[src/rtl/rti_pkg.sv]
package rti_pkg;

    typedef enum logic [1:0] {
        ST_OFF,
        ST_RUN,
        ST_HALT,
        ST_OSCWAIT
    } rti_state_t;

    // decimal-family prescale divides, indexed by the rate field
    function automatic int unsigned dec_div(input logic [2:0] rate);
        int unsigned d;
        unique case (rate)
            3'd0: d = 1000;
            3'd1: d = 2000;
            3'd2: d = 5000;
            3'd3: d = 10000;
            3'd4: d = 20000;
            3'd5: d = 50000;
            3'd6: d = 100000;
            default: d = 200000;
        endcase
        return d;
    endfunction

endpackage

[src/rtl/rti_fsm.sv]
module rti_fsm
    import rti_pkg::*;
(
    input  logic clk,
    input  logic rst_n,
    input  logic disabled,
    input  logic use_osc,
    input  logic osc_ok,
    input  logic stop_req,
    input  logic pstop_req,
    output logic run,
    output logic hold_zero
);

    rti_state_t state_q;
    rti_state_t nxt;

    // transition decision, effective in the current cycle
    always_comb begin
        if (disabled)
            nxt = ST_OFF;
        else if (use_osc && !osc_ok)
            nxt = ST_OSCWAIT;
        else if (stop_req && !(pstop_req && use_osc))
            nxt = ST_HALT;
        else
            nxt = ST_RUN;
    end

    always_ff @(posedge clk or negedge rst_n) begin
        if (!rst_n)
            state_q <= ST_OFF;
        else
            state_q <= nxt;
    end

    always_comb begin
        run       = 1'b0;
        hold_zero = 1'b0;
        unique case (nxt)
            ST_RUN:     run = 1'b1;
            ST_OSCWAIT: hold_zero = 1'b1;
            ST_HALT:    ;
            ST_OFF:     ;
        endcase
    end


    halt_cause_chk: assert property (@(posedge clk) disable iff (!rst_n)
        (state_q == ST_HALT) |-> $past(stop_req));


    oscwait_cause_chk: assert property (@(posedge clk) disable iff (!rst_n)
        (state_q == ST_OSCWAIT) |-> $past(use_osc && !osc_ok));

endmodule

[src/rtl/rti_prescaler.sv]
module rti_prescaler #(
    parameter int PRE_W = 18
) (
    input  logic             clk,
    input  logic             rst_n,
    input  logic             clr,
    input  logic             en,
    input  logic [PRE_W-1:0] div,
    output logic             term
);

    logic [PRE_W-1:0] cnt_q;

    assign term = en && !clr && (cnt_q == div - 1'b1);

    always_ff @(posedge clk or negedge rst_n) begin
        if (!rst_n)
            cnt_q <= '0;
        else if (clr)
            cnt_q <= '0;
        else if (en)
            cnt_q <= term ? '0 : cnt_q + 1'b1;
    end


    pre_restart_chk: assert property (@(posedge clk) disable iff (!rst_n)
        clr |=> (cnt_q == '0));


    pre_hold_chk: assert property (@(posedge clk) disable iff (!rst_n)
        (!clr && !en) |=> $stable(cnt_q));


    pre_bound_chk: assert property (@(posedge clk) disable iff (!rst_n)
        (div != '0) |-> (cnt_q < div));

endmodule

[src/rtl/rti_modcount.sv]
module rti_modcount #(
    parameter int MOD_W = 4
) (
    input  logic             clk,
    input  logic             rst_n,
    input  logic             clr,
    input  logic             step,
    input  logic [MOD_W-1:0] modv,
    output logic             wrap
);

    logic [MOD_W-1:0] cnt_q;

    assign wrap = step && (cnt_q == modv);

    always_ff @(posedge clk or negedge rst_n) begin
        if (!rst_n)
            cnt_q <= '0;
        else if (clr)
            cnt_q <= '0;
        else if (step)
            cnt_q <= wrap ? '0 : cnt_q + 1'b1;
    end


    mod_restart_chk: assert property (@(posedge clk) disable iff (!rst_n)
        clr |=> (cnt_q == '0));


    mod_bound_chk: assert property (@(posedge clk) disable iff (!rst_n)
        (!clr && !step) |=> $stable(cnt_q));

endmodule

[src/rtl/rti_timer.sv]
module rti_timer
    import rti_pkg::*;
#(
    parameter int RATE_W    = 3,
    parameter int MOD_W     = 4,
    parameter int BIN_SHIFT = 9,
    parameter int PRE_W     = 18
) (
    input  logic                      clk,
    input  logic                      rst_n,
    input  logic                      wr_en,
    input  logic                      wr_addr,
    input  logic [RATE_W+MOD_W:0]     wr_data,
    input  logic                      rd_addr,
    output logic [RATE_W+MOD_W:0]     rd_data,
    input  logic                      irc_tick,
    input  logic                      osc_tick,
    input  logic                      clk_sel,
    input  logic                      osc_ok,
    input  logic                      stop_mode,
    input  logic                      pseudo_stop,
    output logic                      irq
);

    localparam int CTRL_W = 1 + RATE_W + MOD_W;
    localparam int FAM_B  = CTRL_W - 1;

    logic [CTRL_W-1:0] ctrl_q;
    logic              flag_q;
    logic              ie_q;
    logic              sel_q;
    logic              osc_q;

    logic              wr_ctrl, wr_stat;
    logic              restart, disabled, src_tick;
    logic              run, hold_zero, clr, pre_en, pre_term, expire;
    logic [RATE_W-1:0] rate;
    logic [MOD_W-1:0]  modv;
    logic [PRE_W-1:0]  div;
    logic              unused_wr_bits;

    assign rate    = ctrl_q[MOD_W +: RATE_W];
    assign modv    = ctrl_q[MOD_W-1:0];
    assign wr_ctrl = wr_en && !wr_addr;
    assign wr_stat = wr_en && wr_addr;
    assign unused_wr_bits = ^wr_data[CTRL_W-2:1];

    assign disabled = !ctrl_q[FAM_B] && (rate == '0);
    assign src_tick = clk_sel ? osc_tick : irc_tick;
    assign restart  = wr_ctrl || (clk_sel != sel_q) || (clk_sel && osc_q && !osc_ok);
    assign clr      = restart || hold_zero;
    assign pre_en   = run && src_tick;

    always_comb begin
        if (ctrl_q[FAM_B])
            div = PRE_W'(dec_div(3'(rate)));
        else
            div = {{(PRE_W-1){1'b0}}, 1'b1} << (BIN_SHIFT + int'(rate));
    end

    rti_fsm u_fsm (
        .clk       (clk),
        .rst_n     (rst_n),
        .disabled  (disabled),
        .use_osc   (clk_sel),
        .osc_ok    (osc_ok),
        .stop_req  (stop_mode),
        .pstop_req (pseudo_stop),
        .run       (run),
        .hold_zero (hold_zero)
    );

    rti_prescaler #(.PRE_W(PRE_W)) u_pre (
        .clk   (clk),
        .rst_n (rst_n),
        .clr   (clr),
        .en    (pre_en),
        .div   (div),
        .term  (pre_term)
    );

    rti_modcount #(.MOD_W(MOD_W)) u_mod (
        .clk   (clk),
        .rst_n (rst_n),
        .clr   (clr),
        .step  (pre_term),
        .modv  (modv),
        .wrap  (expire)
    );

    always_ff @(posedge clk or negedge rst_n) begin
        if (!rst_n) begin
            ctrl_q <= '0;
            flag_q <= 1'b0;
            ie_q   <= 1'b0;
            sel_q  <= 1'b0;
            osc_q  <= 1'b0;
        end else begin
            sel_q <= clk_sel;
            osc_q <= osc_ok;
            if (wr_ctrl)
                ctrl_q <= wr_data;
            if (wr_stat)
                ie_q <= wr_data[0];
            if (expire)
                flag_q <= 1'b1;
            else if (wr_stat && wr_data[FAM_B])
                flag_q <= 1'b0;
        end
    end

    assign rd_data = rd_addr ? {flag_q, {(CTRL_W-2){1'b0}}, ie_q} : ctrl_q;
    assign irq     = flag_q && ie_q;


    off_silent_chk: assert property (@(posedge clk) disable iff (!rst_n)
        (disabled && !flag_q) |=> !flag_q);


    flag_sticky_chk: assert property (@(posedge clk) disable iff (!rst_n)
        (flag_q && !(wr_stat && wr_data[FAM_B])) |=> flag_q);


    flag_cause_chk: assert property (@(posedge clk) disable iff (!rst_n)
        $rose(flag_q) |-> $past(expire));

endmodule

[config.mk]
export PLATFORM = sky130hd
export DESIGN_NAME = rti_timer
export DESIGN_NICKNAME = d
export VERILOG_FILES = /design/src/rtl/rti_pkg.sv /design/src/rtl/rti_fsm.sv /design/src/rtl/rti_prescaler.sv /design/src/rtl/rti_modcount.sv /design/src/rtl/rti_timer.sv
export SDC_FILE = /design/constraint.sdc
export NUM_CORES = 1
export LEC_CHECK = 0
export BUFFER_PORTS_ARGS = -buffer_cell sky130_fd_sc_hd__buf_2
export CORE_MARGIN = 2
export CORE_UTILIZATION = 61
export CTS_BUF_LIST = sky130_fd_sc_hd__clkbuf_4
export DETAILED_ROUTE_END_ITERATION = 12
export GPL_TIMING_DRIVEN = 0
export PLACE_DENSITY_LB_ADDON = 0.15
export SYNTH_ARGS = -nofsm -noshare
export SYNTH_HDL_FRONTEND = slang
export SYNTH_SLANG_ARGS = --single-unit
[constraint.sdc]
create_clock -name clk -period 5.2 [get_ports clk]
set_input_delay 0.26 -clock clk [delete_from_list [all_inputs] [get_ports clk]]
set_output_delay 0.26 -clock clk [all_outputs]
set_load 0.01 [all_outputs]
; Yosys cells after proc, flatten, opt, wreduce, memory -nomap -nowiden
; Index checks and enable logic that the tools add are counted.
[totals]
ff_bits = 34
in_bits = 19
out_inout_bits = 9
wordCells = 66
[op_classes]
addsub = 4
eq_ne = 11
n_shift = 1
mux = 17
reduce_logical = 26
[ops]
columns = cell, count
row1 = $pmux 18 s7, 1
row2 = $mux 18, 4
row3 = $add 18x1->18 const B, 1
row4 = $eq 18x18->1, 1
row5 = $shl 1x5->18 const A, 1
row6 = $sub 18x1->18 const B, 1
row7 = $logic_and 1x1->1, 14
row8 = $mux 4, 3
row9 = $eq 3x3->1 const B, 3
row10 = $mux 8, 1
row11 = $eq 3x2->1 const B, 2
row12 = $mux 2, 3
row13 = $reduce_bool 2->1, 3
row14 = $add 4x3->5 const A, 1
row15 = $logic_not 1->1, 5
row16 = $mux 1, 5
row17 = $add 4x1->4 const B, 1
row18 = $eq 4x4->1, 1
row19 = $eq 3x1->1 const B, 1
row20 = $logic_not 3->1, 1
row21 = $logic_or 1x1->1, 3
row22 = $eq 2x1->1 const B, 1
row23 = $eq 2x2->1 const B, 1
row24 = $ne 1x1->1, 1

; Longest topological paths before layout
; Gate-level depths: netlist of the first run.
[logic_depth]
ltp_word = 16
ltp_mapped = 17
mapped_depth_nobuf = 15

; Cells and area by module
; From an unflattened synthesis of the first run, not the netlist that was laid out.
[hier_totals]
cells_unflattened = 297
area_unflattened_um2 = 2651.3
[by_module_without_submodules]
columns = mod, instances, cells_each, area_each_um2, seq_area_each_um2
row1 = rti_prescaler, 1, 179, 1561.5, 450.4
row2 = rti_timer, 1, 88, 789.5, 300.3
row3 = rti_modcount, 1, 26, 270.3, 100.1
row4 = rti_fsm, 1, 4, 30.0, 0.0

; Least setup slack after synthesis of the first run
; OpenSTA, ideal clock, no wires.
[synth_timing]
path_kind = register to register
start = reg ctrl_q[5]
end = reg u_pre.cnt_q[1]
setup_time_ps = 122
arrival_ps = 3470
required_ps = 5078
setup_slack_ps = 1609
stages_incl_launch_ff = 16
n_path_buf = 2
period_less_slack_ps = 3591
cell_sequence = dfrtp_1 -> buf_4 -> nand2_1 -> inv_1 -> ha_1 -> buf_2 -> nor3_2 -> inv_2 -> ha_1 -> xor2_1 -> nand2_1 -> a2111oi_2 -> o2111ai_1 -> a2111o_1 -> or2_1 -> a32o_1
[synth_between]
elab_chain_cells = 12
word_cells_on_any_way = 28
classes_between = add/sub: 2 / eq/ne: 9 / shift: 1 / mux: 8 / reduce/logical: 8
[synth_lines]
columns = item, line_no
row1 = start: declaration, rti_timer.sv:28  ; logic [CTRL_W-1:0] ctrl_q;
row2 = start signal: assignment, rti_timer.sv:102  ; ctrl_q <= wr_data;
row3 = branches (longest 12 deep; another with $sub 18x1->18), --
row4 = end signal: assignment, rti_prescaler.sv:22  ; cnt_q <= term ? '0 : cnt_q + 1'b1;
row5 = end: declaration, rti_prescaler.sv:12  ; logic [PRE_W-1:0] cnt_q;
; Parallel ways; which one is timed is not known. The select of a mux whose other input is x is not followed.
; A chain may end at the register's enable or synchronous reset.

; Worst setup path after layout of the first run
[layout_timing]
start = reg ctrl_q[4]
end = reg u_pre.cnt_q[9]
; The elaborated chain is that of the path after synthesis.

==> flow_summary.toml, run 1 <==
[outcome]
status = "finished, final reports clean"

[floorplanning]
die_h_microns = 73.7
core_area_sq_um = 4690
rows = 25
die_area_sq_um = 5430
initial_core_util_pct = 63.1
die_w_microns = 73.7
num_io_pins = 28

[detailed_routing]
wl_met3_microns = 452
drt-pass1-iter-count = 5
drt_iter0_drc = 275
via_count = 2787
route.antenna.remaining_nets = 0
wl_mm = 7.37
met1Wirelength_mm = 3.29
wl_met2_mm = 3.50
drcViolationCount = 0
avgViaCountPerCell = 6.36
drt-wirelength-per-cell_microns = 16.8
highest_layer = "met4"

[synthesis]
ys.flop_type = "dfrtp_1"
syn-mean-instance-area_sq_um = 8.44
ys_seq_elements = 34
synth.most_common_cell = "nor2_1"
synth.distinct_cells = 71
ys_warn_count = 0
async_reset_ff_share_pct = 100
yosys-top-cells-count = "40 x nor2_1, 34 x dfrtp_1, 30 x nand2_1"
synth_top_area_share_pct = 28.7
ys_seq_area_share_pct = 28.7
syn_inst = 351
synth_area_leaders = "dfrtp_1 29%, nor2_1 5.1%, xnor2_1 5.0%, xor2_1 4.7%, nand2_1 3.8%"
synth_top_cell_by_area = "dfrtp_1"
syn-num-nets = 377
syn_area_sq_um = 2960
synth-edff-count = 0

[pwr]
p_leak_nw = 1.30
power_frac_seq_pct = 40.4
combPwrFrac_pct = 41.5
power.switching_w = 0.000275
power_density_nw_per_um2 = 222
p_clk_share_pct = 18.1
intPower_w = 0.000437
ir_drop_mv = 0.144
swShare_pct = 38.6
total_power_w = 0.000713

[cells_and_area]
design_area_sq_um = 3210
drive_gt1_share_pct = 17.4
diodes = 0
final_nets = 411
area_growth_pct = 8.40

[global_route]
antenna_found_initial = 0
grt_start_max_net_pins = 35
grt_pass1_vias = 2606
overflow = 0
grt_use_total_pct = 29.1
grt_pass1_wl_mm = 12.1

[timing]
slew_viol_final = 0
slew_headroom_pct = 49.6
fmax_mhz = 229
hold_violations = 0
min_period_ns = 4.38
setup_tns_ns = 0
worst_slew_pin_slew_ns = 0.756
period_share_pct = 84.1
grt_setup_unrepaired = "false"
report.final.setup_viol = 0
clock_skew_ns = 0.00603

[clocking]
insertion_delay_ns = 0.34
cts_root_buf = "clkbuf_4"
cts_tree = "yes"
path_clk_slew_ns = 0.10
cts.sinks = 34
clock_path_buffers = 2
cts_setup_buffers = 0
cts_inserted_buffers = 5
htreeDepth = 2

[setup_path]
critPathBufInv = 6
end_kind = "flip-flop"
slowest_stage = "a2111o_1"
crit_chain = "buf_2 > nand2_1 > inv_1 > ha_1 > buf_2 > nor3_2 > inv_2 > ha_1 > inv_1 > a221oi_2 > nand2_1 > xor3_1 > o2111ai_1 > a2111o_1 > o21ai_2 > buf_4 > nor2_1"
cp_top_family = "compound AO/OA/AOI/OAI gates"
critPathArrivalTime_ns = 4.60
required_ns = 5.43
worst-path-max-fanout = 10
max_stage_delay_ns = 0.49
worstSetupStartpointType = "flip-flop"
r2r_slack_ns = 0.82
crit_type = "reg2reg"

[place]
dp_hpwl_mm = 5.66
numPortBuffers = 26
globalplace.congestion = 0.979
placedInstanceArea_sq_um = 3160

[run]
drv_cap = 0

[worst_hold_path]
hold_path.class = "in2reg"
-- worst register-to-register path, stage by stage (launching register included) --
cell       delay (ns)
dfrtp_1          0.38
buf_2            0.21
nand2_1          0.24
inv_1            0.23
ha_1             0.28
buf_2            0.27
nor3_2           0.11
inv_2            0.08
ha_1             0.22
inv_1            0.11
a221oi_2         0.34
nand2_1          0.12
xor3_1           0.32
o2111ai_1        0.18
a2111o_1         0.49
o21ai_2          0.37
buf_4            0.25
nor2_1           0.06
-- power by group through the flow --
| stage | logic [W] | registers [W] | clock network (W) |
|---|---|---|---|
| global route | 0.000324 | 0.000289 | 0.000142 |
| CTS | 0.000292 | 0.000287 | 0.000134 |
| detailed placement | 0.000290 | 0.000293 | 0 |
| finish | 0.000296 | 0.000288 | 0.000129 |
| global placement | 0.000285 | 0.000292 | 0 |
| floorplan | 0.000219 | 0.000289 | 0 |
-- through the flow --
stage | setup WS, ns | util, % | hold WS [ns] | cells
finish | 0.825 | 68.5 | 0.0498 | 438
global route | 0.496 | 68.5 | 0.0420 | 438
CTS | 0.861 | 68.5 | 0.0320 | 438
detailed placement | 0.920 | 67.4 | 0.373 | 431
global placement | 0.954 | 67.4 | 0.367 | 431
floorplan | 1.61 | - | -0.0356 | 351
-- worst paths after layout --
check / depth (start not counted) / start / end
setup reg to reg: 17 / ctrl_q[4]$_DFFE_PN0P_ / u_pre.cnt_q[9]$_DFFE_PN0P_
setup / recovery: 17 / ctrl_q[4]$_DFFE_PN0P_ / u_pre.cnt_q[9]$_DFFE_PN0P_
hold reg to reg: 2 / flag_q$_DFFE_PN0P_ / flag_q$_DFFE_PN0P_
hold / removal: 1 / osc_ok / osc_q$_DFF_PN0_
max in group asynchronous: 2 / rst_n / u_mod.cnt_q[0]$_DFFE_PN0P_
min in group asynchronous: 2 / rst_n / u_pre.cnt_q[3]$_DFFE_PN0P_
-- layer usage --
metal	up-vias	GRT usage (%)
li1	1357	-
met1	1293	38.3
met2	120	48.8
met3	17	4.39
met4	0	9.29
met5	-	0
-- flip-flops by register name (all words and copies together), names as in the netlist --
| name | cells |
|---|---|
| u_pre.cnt_q | 18 |
| sel_q | 1 |
| u_mod.cnt_q | 4 |
| osc_q | 1 |
| ie_q | 1 |
| flag_q | 1 |
| ctrl_q | 8 |
-- layout by cell type, fill, tap and decap left out, types with 6 or more instances in the layout --
| cell | n |
|---|---|
| o21ai_0 | 14 |
| nor3_1 | 8 |
| inv_1 | 10 |
| clkbuf_1 | 7 |
| ha_1 | 7 |
| nand4_1 | 9 |
| xor2_1 | 16 |
| dfrtp_1 | 34 |
| mux2_2 | 7 |
| nand3_1 | 10 |
| a211oi_1 | 8 |
| xnor2_1 | 17 |
| or3_1 | 6 |
| a21oi_1 | 12 |
| buf_2 | 33 |
| o211ai_1 | 6 |
| nor2_1 | 40 |
| nor2b_1 | 9 |
| nand2_1 | 30 |
-- what timing repair did --
item	4_1_cts	5_1_grt
hold buffers	1	0
hold endpoints to repair	8	0
resized for setup	0	0
-- cells by family (layout without fill, tap and decap cells) --
kind of cell	after synthesis	count (layout)	share of synthesized area, %
compound gates	82	82	20.9
flops	34	34	28.7
mux	9	9	3.34
other cells	1	1	0.127
fa+ha+maj	7	7	2.96
simple gates	155	155	28.9
xor+xnor	34	34	10.6
buf+inv	29	62	4.48
-- final cells by class --
cell class,instances,area [sq um]
clock buffer,5,37.5
sequential,34,851
clock inverter,1,3.75
buffer,17,87.6
inverter,12,45.0
multi-input combinational,288,1980
tap,54,67.6
timing repair buffer,27,140
fill,408,1480
No activity file was read; power rests on OpenSTA's default activity.
==> run 2, diff against run 1 <==
--- a/config.mk
+++ b/config.mk
@@ -7,7 +7,7 @@
 export LEC_CHECK = 0
 export BUFFER_PORTS_ARGS = -buffer_cell sky130_fd_sc_hd__buf_2
 export CORE_MARGIN = 2
-export CORE_UTILIZATION = 61
+export CORE_UTILIZATION = 56
 export CTS_BUF_LIST = sky130_fd_sc_hd__clkbuf_4
 export DETAILED_ROUTE_END_ITERATION = 12
 export GPL_TIMING_DRIVEN = 0
==> constraint.sdc (replaced) <==
create_clock -name clk -period 4 [get_ports clk]
set_input_delay 0.2 -clock clk [delete_from_list [all_inputs] [get_ports clk]]
set_output_delay 0.2 -clock clk [all_outputs]
set_load 0.01 [all_outputs]
==> flow_summary.toml, run 2 (same netlist as run 1, synthesis figures left out) <==
[setup_path]
crit_type = "reg2reg"
crit_top_cell = "inv_2"
worst-path-max-fanout = 10
endpoint = "u_mod.cnt_q[3]$_DFFE_PN0P_"
worstSetupStartpointType = "flip-flop"
critPathArrivalTime_ns = 4.03
slowest_stage = "a2111o_1"
required_ns = 4.26
cp_top_family = "compound AO/OA/AOI/OAI gates"
reg2reg_from = "ctrl_q[5]$_DFFE_PN0P_"
rr_endpoint = "u_mod.cnt_q[3]$_DFFE_PN0P_"
r2r_cells = 16
r2r_slack_ns = 0.22
end_kind = "flip-flop"
max_stage_delay_ns = 0.47
crit_start = "ctrl_q[5]$_DFFE_PN0P_"
cp.depth = 16
critPathBufInv = 4
crit_chain = "buf_4 > nand2_4 > inv_2 > ha_1 > nand4_1 > nor3_4 > inv_2 > ha_2 > inv_1 > a221oi_4 > o311ai_0 > nor4b_1 > a311oi_1 > a2111o_1 > or3_1 > o21ai_1"

[timing]
setup_tns_ns = 0
worst_slew_pin_slew_ns = 0.773
period_share_pct = 94.4
report.final.setup_viol = 0
fmax_mhz = 265
clock_skew_ns = 0.0166
slew_viol_final = 0
min_period_ns = 3.78
slew_headroom_pct = 48.5
hold-worst-slack_ns = 0.0240
hold_violations = 0
setup_slack_ns = 0.225

[floorplanning]
core_area_sq_um = 5110
num_io_pins = 28
die_area_sq_um = 5890
initial_core_util_pct = 58.0
die_w_microns = 76.7
die_h_microns = 76.7
rows = 26

[cells_and_area]
num-fill-cells = 446
largestRegisters = "u_pre.cnt_q: 18 flops, ctrl_q: 8 flops, u_mod.cnt_q: 4 flops"
final_common_cell = "nor2_1"
diodes = 0
final_cell_mix = "40 x nor2_1, 33 x dfrtp_1, 31 x buf_2, 29 x nand2_1, 17 x xnor2_1"
largest_register_ffs = 18
final_nets = 418
drive_gt1_share_pct = 21.4
area_growth_pct = 14.7
registers.top_by_ff_count = "u_pre.cnt_q"

[clocking]
cts_inserted_buffers = 5
cts_root_buf = "clkbuf_4"
insertion_delay_ns = 0.34
clock_path_buffers = 2
cts_tree = "yes"
path_clk_slew_ns = 0.10
htreeDepth = 2
cts.sinks = 34

[detailed_routing]
wl_met3_microns = 499
drt-wirelength-per-cell_microns = 16.4
drcViolationCount = 0
drt_iter0_drc = 284
via_count = 2865
wl_met2_mm = 3.56
route.antenna.remaining_nets = 0
highest_layer = "met4"
avgViaCountPerCell = 6.19
met1Wirelength_mm = 3.35
drt-pass1-iter-count = 6
wl_mm = 7.59

[global_route]
grt_start_max_net_pins = 35
grt_pass1_wl_mm = 12.8
grt_use_total_pct = 27.2
grt_pass1_vias = 2710
overflow = 0
antenna_found_initial = 0

[worst_hold_path]
hold_start = "clk_sel"
hold_path.class = "in2reg"

[place]
numPortBuffers = 26
globalplace.congestion = 0.942
place_ws_ns = -0.242
dp_hpwl_mm = 5.62

[run]
drv_cap = 0

[pwr]
total_power_w = 0.00105
power_density_nw_per_um2 = 308
ir_drop_mv = 0.242
p_leak_nw = 1.36

[outcome]
status = "finished, final reports clean"
-- run 2: cell types whose count changed in the layout (fill, tap and decap cells not counted), moves of 2 or more --
cell	change
buf_2	-2
buf_4	+7
clkbuf_4	+3
ha_1	-2
-- run 2: layout make-up --
cell class | instances | area (sq um) | area share [%]
multi-input cells | 288 | 2040 | 60.1
clock inverters | 1 | 30.0 | 0.884
well taps | 70 | 87.6 | 2.58
plain buffers | 17 | 92.6 | 2.73
flip-flops and latches | 34 | 852 | 25.1
clock buffers | 7 | 52.6 | 1.55
inverters | 12 | 45.0 | 1.33
repair buffers | 34 | 195 | 5.75
-- run 2: power breakdown --
group	switching, W	internal (W)
Clock	0.000113	0.000146
Sequential	0.0000117	0.000358
Combinational	0.000253	0.000163
Total	0.000378	0.000667
-- run 2: layer usage --
metal	track usage, %	vias to the layer above
met5	0	-
met3	4.24	16
met4	11.1	0
li1	-	1370
met1	36.3	1342
met2	44.1	137
-- run 2: metrics by stage --
step / cell area [sq um] / std cells / utilization, %
after global placement: 3180 / 447 / 62.3
after global routing: 3400 / 463 / 66.5
final: 3400 / 463 / 66.5
after floorplan: 2960 / 351 / -
after CTS: 3300 / 457 / 64.6
after detailed placement: 3180 / 447 / 62.3
-- run 2: what timing repair did --
| action | 4_1_cts | 5_1_grt |
|---|---|---|
| setup endpoints to repair | 23 | 23 |
| setup buffers | 0 | 6 |
| pin swaps | 0 | 3 |
| endpoints found under the hold margin | 35 | 0 |
| gates cloned | 0 | 0 |
| gates resized for setup | 4 | 11 |
| hold buffers | 2 | 0 |
-- run 2: how the worst min path moves through the flow --
stage                     cells after the start                    end
final                                         1        sel_q$_DFF_PN0_
after global routing                          1        sel_q$_DFF_PN0_
after floorplan                               0  ctrl_q[0]$_DFFE_PN0P_
after global placement                        1  ctrl_q[5]$_DFFE_PN0P_
after CTS                                     1        sel_q$_DFF_PN0_
after detailed placement                      1  ctrl_q[6]$_DFFE_PN0P_
-- run 2: worst reg2reg max path, cell delays in order (launching register included) --
cell and delay [ns]:
dfrtp_1 0.41, buf_4 0.19, nand2_4 0.14, inv_2 0.09, ha_1 0.28, nand4_1 0.15, nor3_4 0.07, inv_2 0.08
ha_2 0.22, inv_1 0.12, a221oi_4 0.26, o311ai_0 0.18, nor4b_1 0.32, a311oi_1 0.09, a2111o_1 0.47, or3_1 0.46
o21ai_1 0.17
==> run 3, diff against run 2 <==
--- a/config.mk
+++ b/config.mk
@@ -12,6 +12,7 @@
 export DETAILED_ROUTE_END_ITERATION = 12
 export GPL_TIMING_DRIVEN = 0
 export PLACE_DENSITY_LB_ADDON = 0.15
+export RECOVER_POWER = 50
 export SYNTH_ARGS = -nofsm -noshare
 export SYNTH_HDL_FRONTEND = slang
 export SYNTH_SLANG_ARGS = --single-unit
==> flow_summary.toml, run 3 (same netlist as run 1, synthesis figures left out) <==
[floorplanning]
rows = 26
core_area_sq_um = 5110
die_h_microns = 76.7
die_area_sq_um = 5890
num_io_pins = 28
initial_core_util_pct = 58.0
die_w_microns = 76.7

[cells_and_area]
final_common_cell = "nor2_1"
largest_register_ffs = 18
registers.top_by_ff_count = "u_pre.cnt_q"
num-fill-cells = 449
final_cell_mix = "40 x nor2_1, 33 x dfrtp_1, 29 x nand2_1, 26 x buf_2, 17 x xnor2_1"
drive_gt1_share_pct = 20.1
largestRegisters = "u_pre.cnt_q: 18 flops, ctrl_q: 8 flops, u_mod.cnt_q: 4 flops"
stdcell_count = 463
design_area_sq_um = 3390
area_growth_pct = 14.4
final_nets = 418
diodes = 0

[clocking]
insertion_delay_ns = 0.35
cts_tree = "yes"
cts_root_buf = "clkbuf_4"
htreeDepth = 2
path_clk_slew_ns = 0.10
clock_path_buffers = 2
cts_inserted_buffers = 5
cts.sinks = 34

[setup_path]
end_kind = "flip-flop"
worst-path-max-fanout = 10
critPathBufInv = 4
cp_top_family = "compound AO/OA/AOI/OAI gates"
max_stage_delay_ns = 0.47
critPathArrivalTime_ns = 4.03
crit_top_cell = "inv_2"
slowest_stage = "a2111o_1"
crit_chain = "buf_4 > nand2_4 > inv_2 > ha_1 > nand4_1 > nor3_4 > inv_2 > ha_2 > inv_1 > a221oi_4 > o311ai_0 > nor4b_1 > a311oi_1 > a2111o_1 > or3_1 > o21ai_1"
worstSetupStartpointType = "flip-flop"
required_ns = 4.26
crit_type = "reg2reg"

[pwr]
power_density_nw_per_um2 = 308
p_leak_nw = 1.35
total_power_w = 0.00105
ir_drop_mv = 0.242

[global_route]
grt_pass1_wl_mm = 12.8
grt_pass1_vias = 2710
antenna_found_initial = 0
grt_use_total_pct = 27.2
grt.busiest_layer = "met2"
overflow = 0
gr-usage-met2_pct = 44.1
use_met3_pct = 4.24
grt_start_max_net_pins = 35
met1_usage_pct = 36.3

[run]
drv_cap = 1

[timing]
clock_skew_ns = 0.0166
period_share_pct = 94.4
report.final.setup_viol = 0
hold_violations = 0
setup_slack_ns = 0.225
slew_headroom_pct = -24.3
min_period_ns = 3.77
slew_viol_final = 35
worst_slew_pin_slew_ns = 1.86
setup_tns_ns = 0
fmax_mhz = 265

[detailed_routing]
drcViolationCount = 0
drt-wirelength-per-cell_microns = 16.4
avgViaCountPerCell = 6.23
drt_iter0_drc = 284
route.antenna.remaining_nets = 0
drt-pass1-iter-count = 5
wl_mm = 7.62
via_count = 2885

[place]
dp_cells = 447
placedInstanceArea_sq_um = 3180
numPortBuffers = 26
globalplace.congestion = 0.942
place_ws_ns = -0.242
dp_hpwl_mm = 5.62

[outcome]
status = "finished, violations left"
violations = "capacitance limit, slew limit"

[worst_hold_path]
hold_path.class = "in2reg"
[run 3: changes by cell type in the layout (fill, tap and decap cells not counted)]
cell      change
buf_2         -5
clkbuf_1      +5
[run 3: per-layer routing]
| layer | routed length [microns] | vias up | part of all wire (%) |
|---|---|---|---|
| met1 | 3370 | 1378 | 44 |
| met5 | 0 | - | 0 |
| li1 | - | 1365 | - |
| met3 | 461 | 15 | 6.1 |
| met4 | 202 | 0 | 2.7 |
| met2 | 3580 | 127 | 47 |
[run 3: power breakdown]
| group | switching, W | internal (W) |
|---|---|---|
| clock | 0.000114 | 0.000146 |
| combinational | 0.000253 | 0.000162 |
| sequential | 0.0000118 | 0.000358 |
[run 3: timing repair]
item	4_1_cts	5_1_grt
buffers inserted	0	6
setup endpoints to repair	23	23
pin swaps	0	3
gates resized for setup	4	11
hold endpoints to repair	35	0
hold buffers	2	0
[run 3: worst paths after layout]
kind	depth (start not counted)	start	end	slack, ns
worst max-delay path	16	ctrl_q[5]$_DFFE_PN0P_	u_mod.cnt_q[3]$_DFFE_PN0P_	0.23
worst min-delay path	1	clk_sel	sel_q$_DFF_PN0_	0.04
worst max register to register	16	ctrl_q[5]$_DFFE_PN0P_	u_mod.cnt_q[3]$_DFFE_PN0P_	0.23
worst min register to register	2	flag_q$_DFFE_PN0P_	flag_q$_DFFE_PN0P_	0.53
max in group asynchronous	2	rst_n	ctrl_q[6]$_DFFE_PN0P_	1.91
min in group asynchronous	2	rst_n	ctrl_q[6]$_DFFE_PN0P_	0.89
[run 3: metrics by stage]
stage	hold slack, ns	utilization, %
after floorplan	-0.0956	-
after global placement	0.332	62.3
after detailed placement	0.334	62.3
after CTS	0.0224	64.6
after global routing	0.0438	66.4
final	0.0400	66.4
[run 3: area by class of cell]
cell class,count,area (sq um),share of cell area [%]
Timing Repair Buffer,34,190,5.61
Multi-Input combinational cell,288,2040,60.2
Inverter,12,45.0,1.33
Clock inverter,1,30.0,0.886
Buffer,17,91.3,2.69
Clock buffer,7,52.6,1.55
Tap cell,70,87.6,2.58
Sequential cell,34,852,25.1
